--- config.mk ---
export PLATFORM = sky130hd
export DESIGN_NAME = rx_csum_engine
export DESIGN_NICKNAME = d
export VERILOG_FILES = /design/src/rtl/rxc_pkg.sv /design/src/rtl/rxc_fcs_delay.sv /design/src/rtl/rxc_hdr_parser.sv /design/src/rtl/rxc_ones_sum.sv /design/src/rtl/rx_csum_engine.sv
export SDC_FILE = /design/constraint.sdc
export NUM_CORES = 1
export LEC_CHECK = 0
export ABC_AREA = 0
export CORE_MARGIN = 5
export CORE_UTILIZATION = 44
export DETAILED_ROUTE_END_ITERATION = 12
export DONT_BUFFER_PORTS = 1
export GPL_ROUTABILITY_DRIVEN = 1
export PLACE_DENSITY = 0.7
export SLEW_MARGIN = 5
export SYNTH_ARGS = -nofsm -noshare
export SYNTH_HDL_FRONTEND = slang
export SYNTH_HIERARCHICAL = 1
export SYNTH_SLANG_ARGS = --single-unit
--- constraint.sdc ---
create_clock -name clk -period 4.1 [get_ports clk]
set_clock_uncertainty 0.1 [all_clocks]
set_input_delay 0.615 -clock clk [delete_from_list [all_inputs] [get_ports clk]]
set_output_delay 0.615 -clock clk [all_outputs]
set_load 0.02 [all_outputs]
--- src/rtl/rxc_pkg.sv ---
package rxc_pkg;

  localparam int unsigned BYTE_W = 8;
  localparam int unsigned WORD_W = 16;

  // Type/length values below this are frame lengths, not protocol types
  localparam logic [WORD_W-1:0] LEN_CEIL = 16'h0600;

  // LLC bytes that announce a SNAP header
  localparam logic [BYTE_W-1:0] SNAP_SAP = 8'hAA;
  localparam logic [BYTE_W-1:0] SNAP_UI  = 8'h03;

  typedef enum logic [2:0] {
    PS_HDR,   // skipping address bytes or a tag body
    PS_THI,   // high byte of a type/length field
    PS_TLO,   // low byte of a type/length field: decision point
    PS_SNAP,  // skipping the LLC/SNAP header
    PS_SUM    // every byte belongs to the summed span
  } parse_st_e;

endpackage

--- src/rtl/rxc_fcs_delay.sv ---
module rxc_fcs_delay #(
  parameter int unsigned DEPTH = 4
) (
  input  logic                            clk,
  input  logic                            rst_n,
  input  logic                            in_valid_i,
  input  logic [rxc_pkg::BYTE_W-1:0]      in_data_i,
  input  logic                            in_last_i,
  output logic                            pop_valid_o,
  output logic [rxc_pkg::BYTE_W-1:0]      pop_byte_o,
  output logic [DEPTH-2:0][rxc_pkg::BYTE_W-1:0] ahead_o,
  output logic [$clog2(DEPTH+1)-1:0]      fill_o
);
  import rxc_pkg::*;

  localparam int unsigned FW = $clog2(DEPTH + 1);

  logic [DEPTH-1:0][BYTE_W-1:0] stg_q, stg_d, shf;
  logic [FW-1:0]                fill_q, fill_d;
  logic                         full;

  assign full = (fill_q == FW'(DEPTH));
  assign shf  = {in_data_i, stg_q[DEPTH-1:1]};

  // Each stage either shifts toward the head or captures the first free slot
  for (genvar gi = 0; gi < DEPTH; gi++) begin : g_stage
    assign stg_d[gi] = !in_valid_i            ? stg_q[gi] :
                       full                   ? shf[gi]   :
                       (fill_q == FW'(gi))    ? in_data_i : stg_q[gi];
  end

  always_comb begin
    fill_d = fill_q;
    if (in_valid_i && in_last_i) begin
      fill_d = '0;
    end else if (in_valid_i && !full) begin
      fill_d = fill_q + 1'b1;
    end
  end

  always_ff @(posedge clk or negedge rst_n) begin
    if (!rst_n) begin
      stg_q  <= '0;
      fill_q <= '0;
    end else begin
      stg_q  <= stg_d;
      fill_q <= fill_d;
    end
  end

  assign pop_valid_o = in_valid_i && full;
  assign pop_byte_o  = stg_q[0];
  assign ahead_o     = stg_q[DEPTH-1:1];
  assign fill_o      = fill_q;

endmodule

--- src/rtl/rxc_hdr_parser.sv ---
module rxc_hdr_parser #(
  parameter int unsigned MAC_ADDR_BYTES = 12,
  parameter int unsigned TAG_BODY_BYTES = 2,
  parameter int unsigned SNAP_BYTES     = 8,
  parameter int unsigned MAX_TAGS       = 2
) (
  input  logic                        clk,
  input  logic                        rst_n,
  input  logic                        l3_mode_i,
  input  logic [rxc_pkg::WORD_W-1:0]  tag_type_i,
  input  logic                        pop_valid_i,
  input  logic [rxc_pkg::BYTE_W-1:0]  pop_byte_i,
  input  logic [rxc_pkg::BYTE_W-1:0]  ahead1_i,
  input  logic [rxc_pkg::BYTE_W-1:0]  ahead2_i,
  input  logic [rxc_pkg::BYTE_W-1:0]  ahead3_i,
  input  logic                        frame_end_i,
  output logic                        sum_en_o
);
  import rxc_pkg::*;

  localparam int unsigned MAX_SKIP = (MAC_ADDR_BYTES > SNAP_BYTES) ?
                                     MAC_ADDR_BYTES : SNAP_BYTES;
  localparam int unsigned CW = $clog2(MAX_SKIP);
  localparam int unsigned TW = $clog2(MAX_TAGS + 1);

  parse_st_e          st_q, st_d;
  logic [CW-1:0]      cnt_q, cnt_d;
  logic [TW-1:0]      tags_q, tags_d;
  logic [BYTE_W-1:0]  thi_q, thi_d;
  logic [WORD_W-1:0]  type_w;
  logic               is_tag, is_snap;

  assign type_w  = {thi_q, pop_byte_i};
  assign is_tag  = l3_mode_i && (type_w == tag_type_i) &&
                   (tags_q < TW'(MAX_TAGS));
  assign is_snap = l3_mode_i && (type_w < LEN_CEIL) &&
                   (ahead1_i == SNAP_SAP) && (ahead2_i == SNAP_SAP) &&
                   (ahead3_i == SNAP_UI);

  always_comb begin
    st_d   = st_q;
    cnt_d  = cnt_q;
    tags_d = tags_q;
    thi_d  = thi_q;
    if (pop_valid_i) begin
      unique case (st_q)
        PS_HDR: begin
          if (cnt_q == '0) st_d = PS_THI;
          else             cnt_d = cnt_q - 1'b1;
        end
        PS_THI: begin
          thi_d = pop_byte_i;
          st_d  = PS_TLO;
        end
        PS_TLO: begin
          if (is_tag) begin
            tags_d = tags_q + 1'b1;
            cnt_d  = CW'(TAG_BODY_BYTES - 1);
            st_d   = PS_HDR;
          end else if (is_snap) begin
            cnt_d = CW'(SNAP_BYTES - 1);
            st_d  = PS_SNAP;
          end else begin
            st_d = PS_SUM;
          end
        end
        PS_SNAP: begin
          if (cnt_q == '0) st_d = PS_SUM;
          else             cnt_d = cnt_q - 1'b1;
        end
        PS_SUM:  st_d = PS_SUM;
        default: st_d = PS_HDR;
      endcase
    end
    if (frame_end_i) begin
      st_d   = PS_HDR;
      cnt_d  = CW'(MAC_ADDR_BYTES - 1);
      tags_d = '0;
    end
  end

  always_ff @(posedge clk or negedge rst_n) begin
    if (!rst_n) begin
      st_q   <= PS_HDR;
      cnt_q  <= CW'(MAC_ADDR_BYTES - 1);
      tags_q <= '0;
      thi_q  <= '0;
    end else begin
      st_q   <= st_d;
      cnt_q  <= cnt_d;
      tags_q <= tags_d;
      thi_q  <= thi_d;
    end
  end

  assign sum_en_o = pop_valid_i && (st_q == PS_SUM);

endmodule

--- src/rtl/rxc_ones_sum.sv ---
module rxc_ones_sum (
  input  logic                        clk,
  input  logic                        rst_n,
  input  logic                        byte_en_i,
  input  logic [rxc_pkg::BYTE_W-1:0]  byte_i,
  input  logic                        frame_end_i,
  output logic                        res_valid_o,
  output logic [rxc_pkg::WORD_W-1:0]  res_o
);
  import rxc_pkg::*;

  logic [WORD_W-1:0] acc_q, acc_d, acc_n;
  logic              half_q, half_d, half_n;
  logic [BYTE_W-1:0] hold_q, hold_d, hold_n;
  logic [WORD_W-1:0] res_q, res_d;
  logic              vld_q, vld_d;
  logic [WORD_W:0]   add1, add2;
  logic [WORD_W-1:0] pad, fin;

  // Pair bytes into big-endian words and fold each carry back in
  always_comb begin
    acc_n  = acc_q;
    half_n = half_q;
    hold_n = hold_q;
    add1   = '0;
    if (byte_en_i) begin
      if (half_q) begin
        add1   = {1'b0, acc_q} + {1'b0, hold_q, byte_i};
        acc_n  = add1[WORD_W-1:0] + {{(WORD_W-1){1'b0}}, add1[WORD_W]};
        half_n = 1'b0;
      end else begin
        hold_n = byte_i;
        half_n = 1'b1;
      end
    end
  end

  // Close the frame: a dangling high byte is paired with a zero low byte
  always_comb begin
    pad  = half_n ? {hold_n, {BYTE_W{1'b0}}} : '0;
    add2 = {1'b0, acc_n} + {1'b0, pad};
    fin  = add2[WORD_W-1:0] + {{(WORD_W-1){1'b0}}, add2[WORD_W]};
  end

  always_comb begin
    acc_d  = acc_n;
    half_d = half_n;
    hold_d = hold_n;
    res_d  = res_q;
    vld_d  = frame_end_i;
    if (frame_end_i) begin
      res_d  = fin;
      acc_d  = '0;
      half_d = 1'b0;
    end
  end

  always_ff @(posedge clk or negedge rst_n) begin
    if (!rst_n) begin
      acc_q  <= '0;
      half_q <= 1'b0;
      hold_q <= '0;
      res_q  <= '0;
      vld_q  <= 1'b0;
    end else begin
      acc_q  <= acc_d;
      half_q <= half_d;
      hold_q <= hold_d;
      res_q  <= res_d;
      vld_q  <= vld_d;
    end
  end

  assign res_valid_o = vld_q;
  assign res_o       = res_q;

endmodule

--- src/rtl/rx_csum_engine.sv ---
module rx_csum_engine #(
  parameter int unsigned FCS_BYTES      = 4,
  parameter int unsigned MAC_ADDR_BYTES = 12,
  parameter int unsigned TAG_BODY_BYTES = 2,
  parameter int unsigned SNAP_BYTES     = 8,
  parameter int unsigned MAX_TAGS       = 2
) (
  input  logic        clk,
  input  logic        rst_n,
  input  logic        cfg_l3_mode,
  input  logic [15:0] cfg_tag_type,
  input  logic        in_valid,
  input  logic [7:0]  in_data,
  input  logic        in_last,
  output logic        csum_valid,
  output logic [15:0] csum_out
);
  import rxc_pkg::*;

  localparam int unsigned FW = $clog2(FCS_BYTES + 1);

  logic [1:0]                         rst_sync_q;
  logic                               rst_core_n;
  logic                               frame_end;
  logic                               pop_valid;
  logic [BYTE_W-1:0]                  pop_byte;
  logic [FCS_BYTES-2:0][BYTE_W-1:0]   ahead;
  logic [FW-1:0]                      dl_fill;
  logic                               sum_en;

  // Assert asynchronously, release on the clock
  always_ff @(posedge clk or negedge rst_n) begin
    if (!rst_n) rst_sync_q <= 2'b00;
    else        rst_sync_q <= {rst_sync_q[0], 1'b1};
  end
  assign rst_core_n = rst_sync_q[1];

  assign frame_end = in_valid && in_last;

  rxc_fcs_delay #(
    .DEPTH(FCS_BYTES)
  ) u_delay (
    .clk        (clk),
    .rst_n      (rst_core_n),
    .in_valid_i (in_valid),
    .in_data_i  (in_data),
    .in_last_i  (in_last),
    .pop_valid_o(pop_valid),
    .pop_byte_o (pop_byte),
    .ahead_o    (ahead),
    .fill_o     (dl_fill)
  );

  // Bytes still in the delay line at end of frame are the check sequence;
  // the three behind the head also serve as the LLC/SNAP lookahead.
  rxc_hdr_parser #(
    .MAC_ADDR_BYTES(MAC_ADDR_BYTES),
    .TAG_BODY_BYTES(TAG_BODY_BYTES),
    .SNAP_BYTES    (SNAP_BYTES),
    .MAX_TAGS      (MAX_TAGS)
  ) u_parser (
    .clk        (clk),
    .rst_n      (rst_core_n),
    .l3_mode_i  (cfg_l3_mode),
    .tag_type_i (cfg_tag_type),
    .pop_valid_i(pop_valid),
    .pop_byte_i (pop_byte),
    .ahead1_i   (ahead[0]),
    .ahead2_i   (ahead[1]),
    .ahead3_i   (ahead[2]),
    .frame_end_i(frame_end),
    .sum_en_o   (sum_en)
  );

  rxc_ones_sum u_sum (
    .clk        (clk),
    .rst_n      (rst_core_n),
    .byte_en_i  (sum_en),
    .byte_i     (pop_byte),
    .frame_end_i(frame_end),
    .res_valid_o(csum_valid),
    .res_o      (csum_out)
  );

endmodule

# Word-level counts from Yosys, hierarchy flattened
# Cells that the tools add are included.
dict set report word_totals {
  wordCells 108
  output_inout_bits 17
  ff_bits 96
  in_bits 29
}
dict set report op_classes {
  n_lt_le_gt_ge 2
  n_eq_ne 16
  mux 36
  addsub 7
  reduce_logical 32
}
# op n
set ops {}
lappend ops {{$mux W8} 10}
lappend ops {{$mux W16} 4}
lappend ops {{$add A16 B16 Y17} 2}
lappend ops {{$add A16 B1 Y16} 2}
lappend ops {{$mux W3} 8}
lappend ops {{$mux W4} 5}
lappend ops {{$eq A16 B16 Y1} 1}
lappend ops {{$eq A8 B8 Y1 const B} 2}
lappend ops {{$lt A16 B11 Y1 const B} 1}
lappend ops {{$reduce_bool A2 Y1} 8}
lappend ops {{$pmux W3 S5} 1}
lappend ops {{$eq A3 B2 Y1 const B} 4}
lappend ops {{$logic_and A1 B1 Y1} 10}
lappend ops {{$reduce_and A2 Y1} 5}
lappend ops {{$eq A8 B2 Y1 const B} 1}
lappend ops {{$mux W2} 4}
lappend ops {{$pmux W4 S2} 1}
lappend ops {{$eq A3 B1 Y1 const B} 2}
lappend ops {{$eq A3 B3 Y1 const B} 2}
lappend ops {{$logic_not A3 Y1} 2}
lappend ops {{$ne A3 B2 Y1 const B} 2}
lappend ops {{$reduce_and A3 Y1} 2}
lappend ops {{$logic_not A4 Y1} 1}
lappend ops {{$ne A4 B2 Y1 const B} 1}
lappend ops {{other kinds (10)} 12}

# Logic depth before layout (Yosys ltp)
# Gate-level depths: netlist of the first run.
dict set report depth {
  word_depth 10
  depth_mapped 39
  depth_no_buf 39
}

# Cells and area by module
# The synthesis of the first run kept the hierarchy.
# mod area_each_um2 seq_area_each_um2 cells_per_inst instances
set modules_own_cells {}
lappend modules_own_cells {rxc_ones_sum 3636.0 1051.0 415 1}
lappend modules_own_cells {rxc_fcs_delay 1759.2 875.8 132 1}
lappend modules_own_cells {rxc_hdr_parser 1224.9 429.2 123 1}
lappend modules_own_cells {rx_csum_engine 60.1 50.0 4 1}

# Worst setup path after synthesis of the first run
# Ideal clock, no wire load.
dict set report synth_path {
  path_type {flip-flop to flip-flop}
  startpoint {register u_delay.stg_q, in the netlist u_delay/pop_byte_o[0]}
  endpoint {register u_sum.res_q[11], in the netlist u_sum/res_o[11]}
  path_slack_ps -2725
  required_time_ps 3875
  path_buffers 0
  synth_period_minus_slack_ps 6825
  setup_ps 125
  stages_incl_launch_ff 39
  arrival_time_ps 6601
  path_cell_list {dfrtp_1 -> ha_1 -> inv_1 -> fa_1 -> nand2b_1 -> a21oi_1 -> o211ai_1 -> a21oi_1 -> o21ai_0 -> a21oi_1 -> o21a_1 -> o21ai_0 -> nand2b_1 -> ha_1 -> ha_1 -> a21boi_1 -> nand2_1 -> nor3_1 -> [... 3 more ...] -> inv_1 -> fa_1 -> inv_1 -> a21oi_1 -> nand2b_1 -> or4_1 -> o311ai_1 -> nor3_2 -> o21ai_0 -> a21oi_1 -> o21ai_0 -> a21o_1 -> ha_1 -> nand2_1 -> or3_1 -> nor3_1 -> xnor2_1 -> mux2_2}
}
dict set report synth_between {
  elab_chain_cells 6
  word_cells_on_any_way 9
  classes_between {4 x add/sub; 5 x mux}
}
# item line
set synth_rtl {}
lappend synth_rtl {{start: declaration} rxc_fcs_delay.sv:18} ;# logic [DEPTH-1:0][BYTE_W-1:0] stg_q, stg_d, shf;
lappend synth_rtl {{start signal: assignment} rxc_fcs_delay.sv:46} ;# stg_q <= stg_d;
lappend synth_rtl {{$add A16 B16 Y17} rxc_ones_sum.sv:28} ;# add1 = {1'b0, acc_q} + {1'b0, hold_q, byte_i};
lappend synth_rtl {{$add A16 B1 Y16} rxc_ones_sum.sv:29} ;# acc_n = add1[WORD_W-1:0] + {{(WORD_W-1){1'b0}}, add1[WORD_W]};
lappend synth_rtl {{$mux W16} rxc_ones_sum.sv:27} ;# if (half_q) begin
lappend synth_rtl {{$mux W16} rxc_ones_sum.sv:26} ;# if (byte_en_i) begin
lappend synth_rtl {{$add A16 B16 Y17 *} rxc_ones_sum.sv:41} ;# add2 = {1'b0, acc_n} + {1'b0, pad};
lappend synth_rtl {{$add A16 B1 Y16 *} rxc_ones_sum.sv:42} ;# fin = add2[WORD_W-1:0] + {{(WORD_W-1){1'b0}}, add2[WORD_W]};
lappend synth_rtl {{end signal: assignment} rxc_ones_sum.sv:69} ;# res_q <= res_d;
lappend synth_rtl {{end: declaration} rxc_ones_sum.sv:15} ;# logic [WORD_W-1:0] res_q, res_d;
# Every way passes the cells marked *; elsewhere a longest branch is shown, timed or not.
# A chain may end at the register's enable or synchronous reset.

# Worst setup path after layout of the first run
# Ends and elaborated chain as after synthesis.

==> summary by stage, run 1 <==
Status
The run finished, with violations left. The checks that failed: negative setup slack.

Logic synthesis
The mean post-synth cell area is 9.91 sq um. Synthesis produced a netlist with a net count of 739. The number of enable flip-flop cells after synthesis is 0.

The synthesized design contains 96 register bits. Synthesis instantiated 88 different standard cells from the library. For this run, the register share of the synthesized area comes to 0.360. The count of mapped cells out of synthesis is 674.

Of all flip-flops after synthesis, the portion carrying an async set or reset was 1.00. The total standard cell area after synthesis is 6680 sq um. The top flip-flop cell by instance count after synthesis is dfrtp_1.

The count of warnings emitted by yosys is 6.

Finish
The synthesis-to-finish area growth is 29.1%. The commonest non-fill, non-tap cell in the layout is buf_4. In the layout the commonest cells are buf_4, dfrtp_1, nor2_1, mux2_2, a21oi_1. The final non-filler cell area is 8620 sq um.

In the final layout, the share of cells above drive strength 1 is 0.396. The number of antenna diodes in the final layout is 0. The final layout contains 888 nets.

Timing
The measured slew at the worst slew-check pin is 0.960 ns. In the final timing run, aggregate negative setup slack is -34.72 ns. The total count of max-transition violations in the final report came to 0. The part of the cycle the worst path needs is 1.58. Counting I/O delays and the setup requirement, the final critical path takes 6.49 ns. For this run, the top clock speed supported by timing is 154 MHz. The worst hold slack across all endpoints is 0.245 ns. The number of hold violations in the final report came to 0. The headroom to the max-slew limit is 0.360. Setup violations remaining at the end of the flow were counted as 18. Setup repair after global routing could not meet its margin everywhere.

The worst setup slack after layout is -2.39 ns.

Power
The register share of total power is 0.422. The share of total power dissipated in the clock network is 0.278. The internal power of the cells is 2.09 mW. Summed over all nets, the switching power comes to 1.02 mW. For this design the static power due to leakage is 3.95 nW. The power share of the combinational group is 0.300. Of the total power, the share spent switching nets is 0.327. The maximum vdd drop is 292 uV. Dividing total power by cell area gives a power density of 360 nW/um^2.

CTS
The total CTS buffers is 9. Counting along the longest clock path gives a buffer depth of 2. Clock-pin slew was measured on the worst setup and hold paths at 0.07 ns.

TritonCTS built the clock tree. The count of H-tree levels built during CTS is 3. The clock reaches the later pin of the worst-skew pair after 0.35 ns.

The cell sitting at the root of the clock tree is a clkbuf_16. The clock drives 96 sinks.

Global route
The number of global-route vias before repair was 5926. The pin count of the biggest net entering global routing is 73. The first global-routing pass estimated 30300 um of wire. The number of antenna violations at the first check in global routing is 0. In the global route stage, overall resource usage came out at 0.212. The remaining global-route overflow is 0.

Critical path
At the worst endpoint, the required time is 4.23 ns. The source of the worst register-to-register timing path is u_delay/pop_byte_o[0]. The worst setup path is captured at a flip-flop. The critical path starts at u_delay/pop_byte_o[0]. The largest individual stage delay along the critical path comes from the cell or4_4. The setup path with the least slack is of type reg -> reg. The biggest cell delay along the critical path is 0.43 ns.

The startpoint type of the worst setup path is a flip-flop. The maximum fanout along the worst path is 2. The data arrival time of the critical path is 6.62 ns.

Detailed routing
Once detail routing completed, the nets flagged for antenna violations numbered 0. The total number of vias is 5702. In the routed design, unresolved DRC markers number 0.

The violation count after the first detailed-routing iteration is 340. In the routed layout, each cell is associated on average with a via count of 5.61. After detailed routing, the average wire length per cell comes to 18.6 um. The final layout contains routed wiring with a total length of 18900 um.

The first detailed-routing pass took 6 iterations.

Floorplanning
The I/O pin count is 46. The die is 133 um tall. The floorplan has 45 rows. The die outline area is 17700 sq um. The core area is 15000 sq um. From left edge to right edge, the die measures 133 um. The initial core utilization is 0.444.

Place
Buffers placed on the I/O ports in this run total 0. The half-perimeter wire length of the detailed placement result is 14100 um. The global placer's final weighted congestion is 0.862. Once placement finished, the instance area stood at 7930 sq um.

Hold path
In this run the worst hold path is classified as in -> reg. The critical hold path startpoint is in_last.

Flow run
The number of max-cap violations is 0.
synth_stat cells, drive strengths merged (15+ instances only):
master	count	area share
dfrtp	93	0.35
mux2	60	0.11
nor2	59	0.033
a21oi	52	0.040
nand2	36	0.020
o21ai	35	0.030
ha	34	0.064
xor2	33	0.043
inv	29	0.016
xnor2	27	0.038
nor2b	21	0.021
nand3	19	0.016
nor3	19	0.017
buf	15	0.019
power groups by stage:
stage	logic [mW]	registers [mW]	clock network [mW]
floorplan	0.574	1.29	0
global placement	0.872	1.32	0
detailed placement	0.904	1.33	0
CTS	0.917	1.31	0.883
global route	1.01	1.33	0.934
finish	0.933	1.31	0.864
path summary, 6_finish.rpt:
path                       slack (ns)  cells after the start                  end
max                             -2.39                     38      u_sum/res_o[11]
min                              0.25                      1    u_delay/fill_o[0]
max reg2reg                     -2.39                     38      u_sum/res_o[11]
min reg2reg                      0.26                      0        rst_sync_q[1]
max in group asynchronous        2.57                      1    u_parser/cnt_q[0]
min in group asynchronous        0.39                      0  u_delay/ahead_o[15]
flip-flops by register name, summed over array words and instances (netlist names):
name,flops
u_sum/half_q,1
u_sum/res_o,16
u_parser/cnt_q,4
u_sum/hold_q,8
u_parser/tags_q,2
u_parser/thi_q,8
u_sum/acc_q,16
u_delay/pop_byte_o,8
u_sum/res_valid_o,1
rst_sync_q,2
u_delay/fill_o,3
u_parser/st_q,3
u_delay/ahead_o,24
through the flow:
stage	total power, mW	util	setup slack, ns	std cells
finish	3.11	0.574	-2.39	1016
CTS	3.11	0.562	-2.27	1006
detailed placement	2.23	0.528	-2.40	975
global route	3.28	0.574	-2.76	1016
floorplan	1.87	-	-2.22	674
global placement	2.19	0.528	-2.19	975
worst max-delay path: cells and delay by family (launching register included):
family,cells,cell delay [ns]
xor gates and xnor gates,2,0.20
buffers and inverters,3,0.14
AOI/OAI and AO/OA,15,2.02
adders and majority gates,7,1.56
muxes,1,0.27
and+or+nand+nor,10,1.72
DFF,1,0.36
layout make-up:
class / instances / area, sq um
Fill cell: 1186 / 6410
Multi-Input combinational cell: 521 / 4310
Sequential cell: 96 / 2410
Timing Repair Buffer: 166 / 1260
Clock buffer: 12 / 246
Tap cell: 188 / 235
Inverter: 29 / 109
Clock inverter: 4 / 55.1
cells by family (layout without fill, tap and decap cells):
family	Yosys count	after routing	synth area share
mux	74	74	0.128
other cells	1	1	0.000561
simple gates	218	218	0.184
fa+ha+maj	37	37	0.0712
buf+inv	57	211	0.0423
xor+xnor	61	61	0.0843
flops	96	96	0.360
compound gates	130	130	0.130
routing by layer:
metal | wire [um] | track usage | part of all wire
met4 | 750 | 0.0914 | 0.040
met3 | 817 | 0.0359 | 0.043
met1 | 7960 | 0.266 | 0.42
met2 | 9370 | 0.362 | 0.50
met5 | 0 | 0 | 0
timing repair:
action | 4_1_cts | 5_1_grt
pin swaps | 14 | 20
hold buffers | 1 | 0
setup buffers | 14 | 11
setup endpoints to repair | 20 | 26
resized for setup | 20 | 19
hold endpoints to repair | 2 | 0
No activity file was read; power rests on OpenSTA's default activity.
==> run 2: changes to the inputs <==
--- a/config.mk
+++ b/config.mk
@@ -11,7 +11,9 @@
 export DETAILED_ROUTE_END_ITERATION = 12
 export DONT_BUFFER_PORTS = 1
 export GPL_ROUTABILITY_DRIVEN = 1
+export GPL_TIMING_DRIVEN = 0
 export PLACE_DENSITY = 0.7
+export REMOVE_ABC_BUFFERS = 1
 export SLEW_MARGIN = 5
 export SYNTH_ARGS = -nofsm -noshare
 export SYNTH_HDL_FRONTEND = slang
==> summary by stage, run 2 (synthesized netlist as in run 1, its figures left out) <==
CTS
The count of H-tree levels built during CTS is 3. The clock sink count is 96. TritonCTS built the clock tree. The source-to-sink clock delay at the later pin of the worst-skew pair is 0.36 ns. The clock transition time at the flip-flop clock pins of the worst setup and hold paths is 0.08 ns. The total CTS buffers is 9. The root buffer selected by CTS is clkbuf_16.

The maximum buffer depth of the clock tree is 2.

Timing
The maximum clock rate is 145 MHz. The total count of max-transition violations in the final report is 0. For the finished layout, the period the worst path requires is 6.91 ns. Of the available clock period, the critical path in the final layout requires 1.69.

The number of endpoints failing setup at the final stage is 23. The number of hold violations in the final report is 0. Setup repair after global routing could not meet its margin everywhere.

The measured slew at the worst slew-check pin is 0.879 ns. Once routing completed, OpenROAD measured the worst setup slack at -2.81 ns. The headroom to the max-slew limit is 0.412.

Global route
The overall track demand over capacity in global routing is 0.185. The number of antenna violations at the first check in global routing was 0. For this run, global-route usage on met2 was measured as 0.329. In the global route stage, met1 resource usage came out at 0.221. The number of global-route vias before repair is 5283. In this run the most used layer during global routing was met2.

The wire length of the first global-routing pass is 26600 um. The pin count of the biggest net entering global routing is 58. In the global route stage, met3 resource usage came out at 0.0385. The total overflow left after global routing is 0.

Critical path
The data required time at the worst endpoint is 4.28 ns. STA classifies the critical path startpoint as a flip-flop. Data arrives at the worst endpoint at 7.10 ns. The worst setup path is captured at a flip-flop. The critical-path cell with the highest stage delay is or4_4.

Of all nets on the critical path, the largest fanout is 3. In this run the register-to-register setup slack is -2.81 ns. In this run the critical register-to-register path is captured at u_sum/res_o[13].

The kind of critical path is reg -> reg. For this run, the slowest stage of the critical path takes 0.44 ns. The worst reg-to-reg path cell count is 39. The source of the worst register-to-register timing path is u_delay/pop_byte_o[0].

Detailed routing
The violation count after the first detailed-routing iteration is 362. The first detailed-routing pass took 5 iterations. The final antenna-violating net count is 0. The wire length reported by the detailed router is 16300 um. The routed layout has 5177 vias. The number of DRC violations after detailed routing is 0.

The post-detailed-route wirelength per cell is 18.3 um. Using the TritonRoute via totals, the vias-per-cell ratio works out to 5.79.

Power
The static power due to leakage is 3.35 nW. After layout, the design draws a total of 2.89 mW. In this run the power density over the cells is 373 nW/um^2.

The maximum vdd drop is 325 uV.

Floorplanning
The I/O pin count is 46. The core area is 15000 sq um. For this configuration, the core starts out at a cell density of 0.444.

The die span in x is 133 um. The floorplan die height is 133 um. The die covers 17700 sq um. The floorplan has 45 rows.

Status
The checks that failed: negative setup slack. The run finished, with violations left.

Finish
The final non-filler cell area is 7770 sq um. The share of final-layout standard cells stronger than drive strength 1 is 0.300. The area taken by multi-input logic gates is 4340 sq um.

The commonest non-fill, non-tap cell in the layout is dfrtp_1. The top cell types in the final layout, fill and taps aside, are dfrtp_1, nor2_1, mux2_2, a21oi_1, buf_4. The net count of the finished layout is 766. The number of diodes added for antenna fixing is 0. Counting the fill cells in the layout gives 1267. The sequential cell area is 2410 sq um.

The register with the most flip-flops in the layout has 24 of them. Relative to the synthesized area, the layout overhead comes to 16.3%.

Place
Detailed placement ended at an HPWL of 11600 um. The quantity of I/O buffers inserted on ports is 0. The placed instances occupy a cell area of 6790 sq um. Routability-driven placement finished with a final weighted congestion of 0.912.

Flow run
Across the run, the number of max-cap violations was 0.

Hold path
The worst hold path belongs to the class reg -> async.
==> run 2: worst max-delay path by stage <==
stage                     startpoint         endpoint  slack, ns  cells after the start
4_1_cts               u_sum/acc_q[0]  u_sum/res_o[13]      -2.74                     39
6_report       u_delay/pop_byte_o[0]  u_sum/res_o[13]      -2.81                     39
2_1_floorplan  u_delay/pop_byte_o[0]  u_sum/res_o[13]      -2.74                     39
5_1_grt        u_delay/pop_byte_o[0]  u_sum/res_o[13]      -3.18                     39
3_5_place_dp   u_delay/pop_byte_o[0]  u_sum/res_o[13]      -4.29                     37
3_3_place_gp   u_delay/pop_byte_o[0]   u_sum/res_o[4]      -4.21                     36
==> run 2: power by group <==
part	switching, mW	internal [mW]	total, mW
clock	0.404	0.423	0.827
sequential	0.230	1.14	1.37
combinational	0.353	0.347	0.700
total	0.987	1.91	2.89
==> run 2: routing by layer <==
layer	vias up	routed length, um	part of all wire
met1	2578	6930	0.42
met4	0	342	0.021
met2	118	8320	0.51
met3	25	734	0.045
li1	2456	-	-
met5	-	0	0
==> run 2: per-stage QoR <==
step	hold WS [ns]	setup TNS (ns)	std cells	setup WS (ns)	utilization
after floorplan	0.219	-39.10	646	-2.74	-
after global placement	0.219	-72.55	834	-4.21	0.448
after detailed placement	0.219	-73.31	836	-4.29	0.452
after CTS	0.224	-39.79	878	-2.74	0.505
after global routing	0.231	-50.68	894	-3.18	0.517
final	0.217	-43.47	894	-2.81	0.517
==> run 2: area by class of cell <==
class                           instances  area share
Multi-Input combinational cell        521       0.558
Inverter                               29      0.0140
Clock inverter                          7     0.00805
Tap cell                              188      0.0303
Timing Repair Buffer                   44      0.0495
Clock buffer                            9      0.0290
Sequential cell                        96       0.311
==> run 2: critical path: cells and delay by family (launching register included) <==
family,cells,cell delay (ns)
adder cells (fa/ha/maj),7,1.59
buffers and inverters,3,0.15
flip-flops,1,0.42
AO/OA/AOI/OAI,16,2.38
XOR/XNOR,2,0.26
AND/OR/NAND/NOR,11,1.91
==> run 2: what timing repair did <==
item	4_1_cts	5_1_grt
hold buffers	1	0
pin swaps	36	31
resized for setup	74	14
buffers inserted	26	18
endpoints found under the hold margin	2	0
endpoints found under the setup margin	29	26
==> run 3: changes to the inputs <==
--- a/config.mk
+++ b/config.mk
@@ -6,6 +6,7 @@
 export NUM_CORES = 1
 export LEC_CHECK = 0
 export ABC_AREA = 0
+export CORE_ASPECT_RATIO = 2
 export CORE_MARGIN = 5
 export CORE_UTILIZATION = 44
 export DETAILED_ROUTE_END_ITERATION = 12
@@ -14,8 +15,10 @@
 export GPL_TIMING_DRIVEN = 0
 export PLACE_DENSITY = 0.7
 export REMOVE_ABC_BUFFERS = 1
+export SETUP_SLACK_MARGIN = 0.5
 export SLEW_MARGIN = 5
 export SYNTH_ARGS = -nofsm -noshare
 export SYNTH_HDL_FRONTEND = slang
 export SYNTH_HIERARCHICAL = 1
 export SYNTH_SLANG_ARGS = --single-unit
+export TNS_END_PERCENT = 30
==> summary by stage, run 3 (synthesized netlist as in run 1, its figures left out) <==
Status
The run finished, with violations left. The checks that failed: negative setup slack.

Detailed routing
The violation count after the first detailed-routing iteration is 328. The post-detailed-route wirelength per cell is 21.1 um. The total number of vias is 5444. After detailed routing, the number of remaining DRC violations is 0. In the routed layout, each cell is associated on average with a via count of 6.02.

The wire length reported by the detailed router is 19100 um. In this run the remaining antenna-violating nets after routing total 0. The number of iterations in the first detailed-routing pass is 5.

Timing
The headroom to the max-slew limit is 0.320. The maximum clock rate is 142 MHz. The measured slew at the worst slew-check pin is 1.01 ns. The total count of max-transition violations in the final report is 0. The worst hold slack across all endpoints is 0.165 ns. Setup repair after global routing could not meet its margin everywhere. The time the worst path needs with I/O delays and setup is 7.06 ns.

The number of hold violations in the final report was 0. The part of the cycle the worst path needs is 1.72. Setup violations remaining at the end of the flow were counted as 22. The worst setup slack after layout is -2.96 ns.

Adding up every negative setup slack in the final design gives -47.69 ns.

CTS
The count of H-tree levels built during CTS is 3. The CTS tree is built. The source-to-sink clock delay at the later pin of the worst-skew pair is 0.35 ns.

The clock sink count is 96. Clock-pin slew was measured on the worst setup and hold paths at 0.07 ns. The tree is rooted in a clkbuf_16. The total CTS buffers is 9. No sink is reached through more buffers than the 2 on the longest clock path.

Power
The worst-case IR drop observed on VDD is 364 uV. The static power due to leakage is 3.38 nW. The areal power density over the cells is 386 nW/um^2.

Floorplanning
After floorplanning, the core was sized to cover 14900 sq um. The die span in x is 97.1 um. The die outline area is 17900 sq um. The initial core utilization is 0.448.

The floorplan die height is 184 um. The site row count is 63. In this run the count of I/O pins placed on the die edge is 46.

Place
During placement, the flow inserted port buffers numbering 0. The congestion estimate from routability-driven global placement came to 0.905. The half-perimeter wire length of the detailed placement result is 13100 um. The post-placement cell area is 6800 sq um.

Global route
The pin count of the biggest net entering global routing is 67. The number of antenna violations at the first check in global routing is 0. The number of global-route vias before repair is 5733. Across every metal layer, demand over resource in global routing totals 0.207. The wire length of the first global-routing pass is 29200 um. The total overflow left after global routing is 0.

Finish
Leaving out fill and tap cells, the most frequent cell in the layout is dfrtp_1. 0 antenna diodes ended up in the layout. The synthesis-to-finish area growth is 18.8%. The net total in the final layout is 770.

In the final layout, the share of cells above drive strength 1 is 0.321. The sequential cell area is 2410 sq um. The number of fillers in the final layout is 1194. The flip-flop count of the largest register after layout is 24.

The top cell types in the final layout, fill and taps aside, are dfrtp_1, nor2_1, mux2_2, a21oi_1. The finished cells cover 7940 sq um. The utilization after layout is 0.533. In the final layout, the multi-input gates occupy 4400 sq um.

Critical path
At the worst endpoint, the arrival time is 7.19 ns. The largest single stage delay on the critical path is 0.54 ns. The largest individual stage delay along the critical path comes from the cell or4_4. By startpoint and endpoint, the worst setup path is classified as reg -> reg. The kind of capture point of the worst setup path is a flip-flop. Among the stages of the critical path, the cell type that occurs most often is buf_6. STA classifies the critical path startpoint as a flip-flop. Along the worst path, the maximum fanout reaches 5. The data required time at the worst endpoint is 4.23 ns.

Hold path
The classification of the worst-slack hold path is reg -> async.

Flow run
Across the run, the number of max-cap violations was 0.
run 3: changes by cell type in the layout (fill, tap and decap cells not counted), sizes merged:
cell / before / now
clkinvlp: 3 / 2
inv: 32 / 29
bufinv: 0 / 2
clkbuf: 9 / 11
buf: 43 / 47
run 3: per-stage QoR:
step	worst slack (ns)	total power, mW	instances
5_1_grt	-3.21	3.20	905
4_1_cts	-3.07	3.03	892
3_5_place_dp	-4.61	2.06	843
6_report	-2.96	3.06	905
2_1_floorplan	-2.74	1.83	646
3_3_place_gp	-4.61	2.01	841
run 3: layout make-up:
type,count,area share
sequential,96,0.304
tap,195,0.0307
timing repair buffer,48,0.0555
inverter,29,0.0137
clock buffer,11,0.0306
clock inverter,5,0.0101
multi-input combinational,521,0.555
run 3: repair_timing:
action                                 CTS  global route
gates resized for setup                 58            45
setup endpoints to repair               32            31
setup buffers                           32            13
endpoints found under the hold margin    2             0
pin swaps                               29            36
hold buffers                             1             0
run 3: routing by layer:
layer  routed length, um  global-route usage
met2               10400               0.396
met3                 805              0.0314
met5                   0                   0
met1                6280               0.187
met4                1640               0.175
run 3: worst paths after layout:
kind	end	slack (ns)	cells after the start	startpoint
hold / removal	u_sum/res_o[5]	0.17	0	rst_sync_q[1]
min in group clk	u_delay/fill_o[2]	0.25	1	in_valid
setup reg to reg	u_sum/res_o[14]	-2.96	43	u_delay/pop_byte_o[0]
hold reg to reg	u_sum/res_o[5]	0.17	0	rst_sync_q[1]
max in group asynchronous	u_parser/cnt_q[3]	3.03	1	rst_sync_q[1]
setup / recovery	u_sum/res_o[14]	-2.96	43	u_delay/pop_byte_o[0]
run 3: where the power goes:
group	internal (mW)	total [mW]	switching [mW]
sequential	1.14	1.39	0.250
combinational	0.357	0.748	0.391
clock	0.551	0.923	0.373
run 3: critical path: cells and delay by family (launching register included):
family                     cells  cell delay [ns]
and+or+nand+nor                7             1.27
adders and majority gates      5             1.14
buffers and inverters         18             2.00
DFF                            1             0.45
AOI/OAI and AO/OA             11             1.54
xor gates and xnor gates       2             0.44
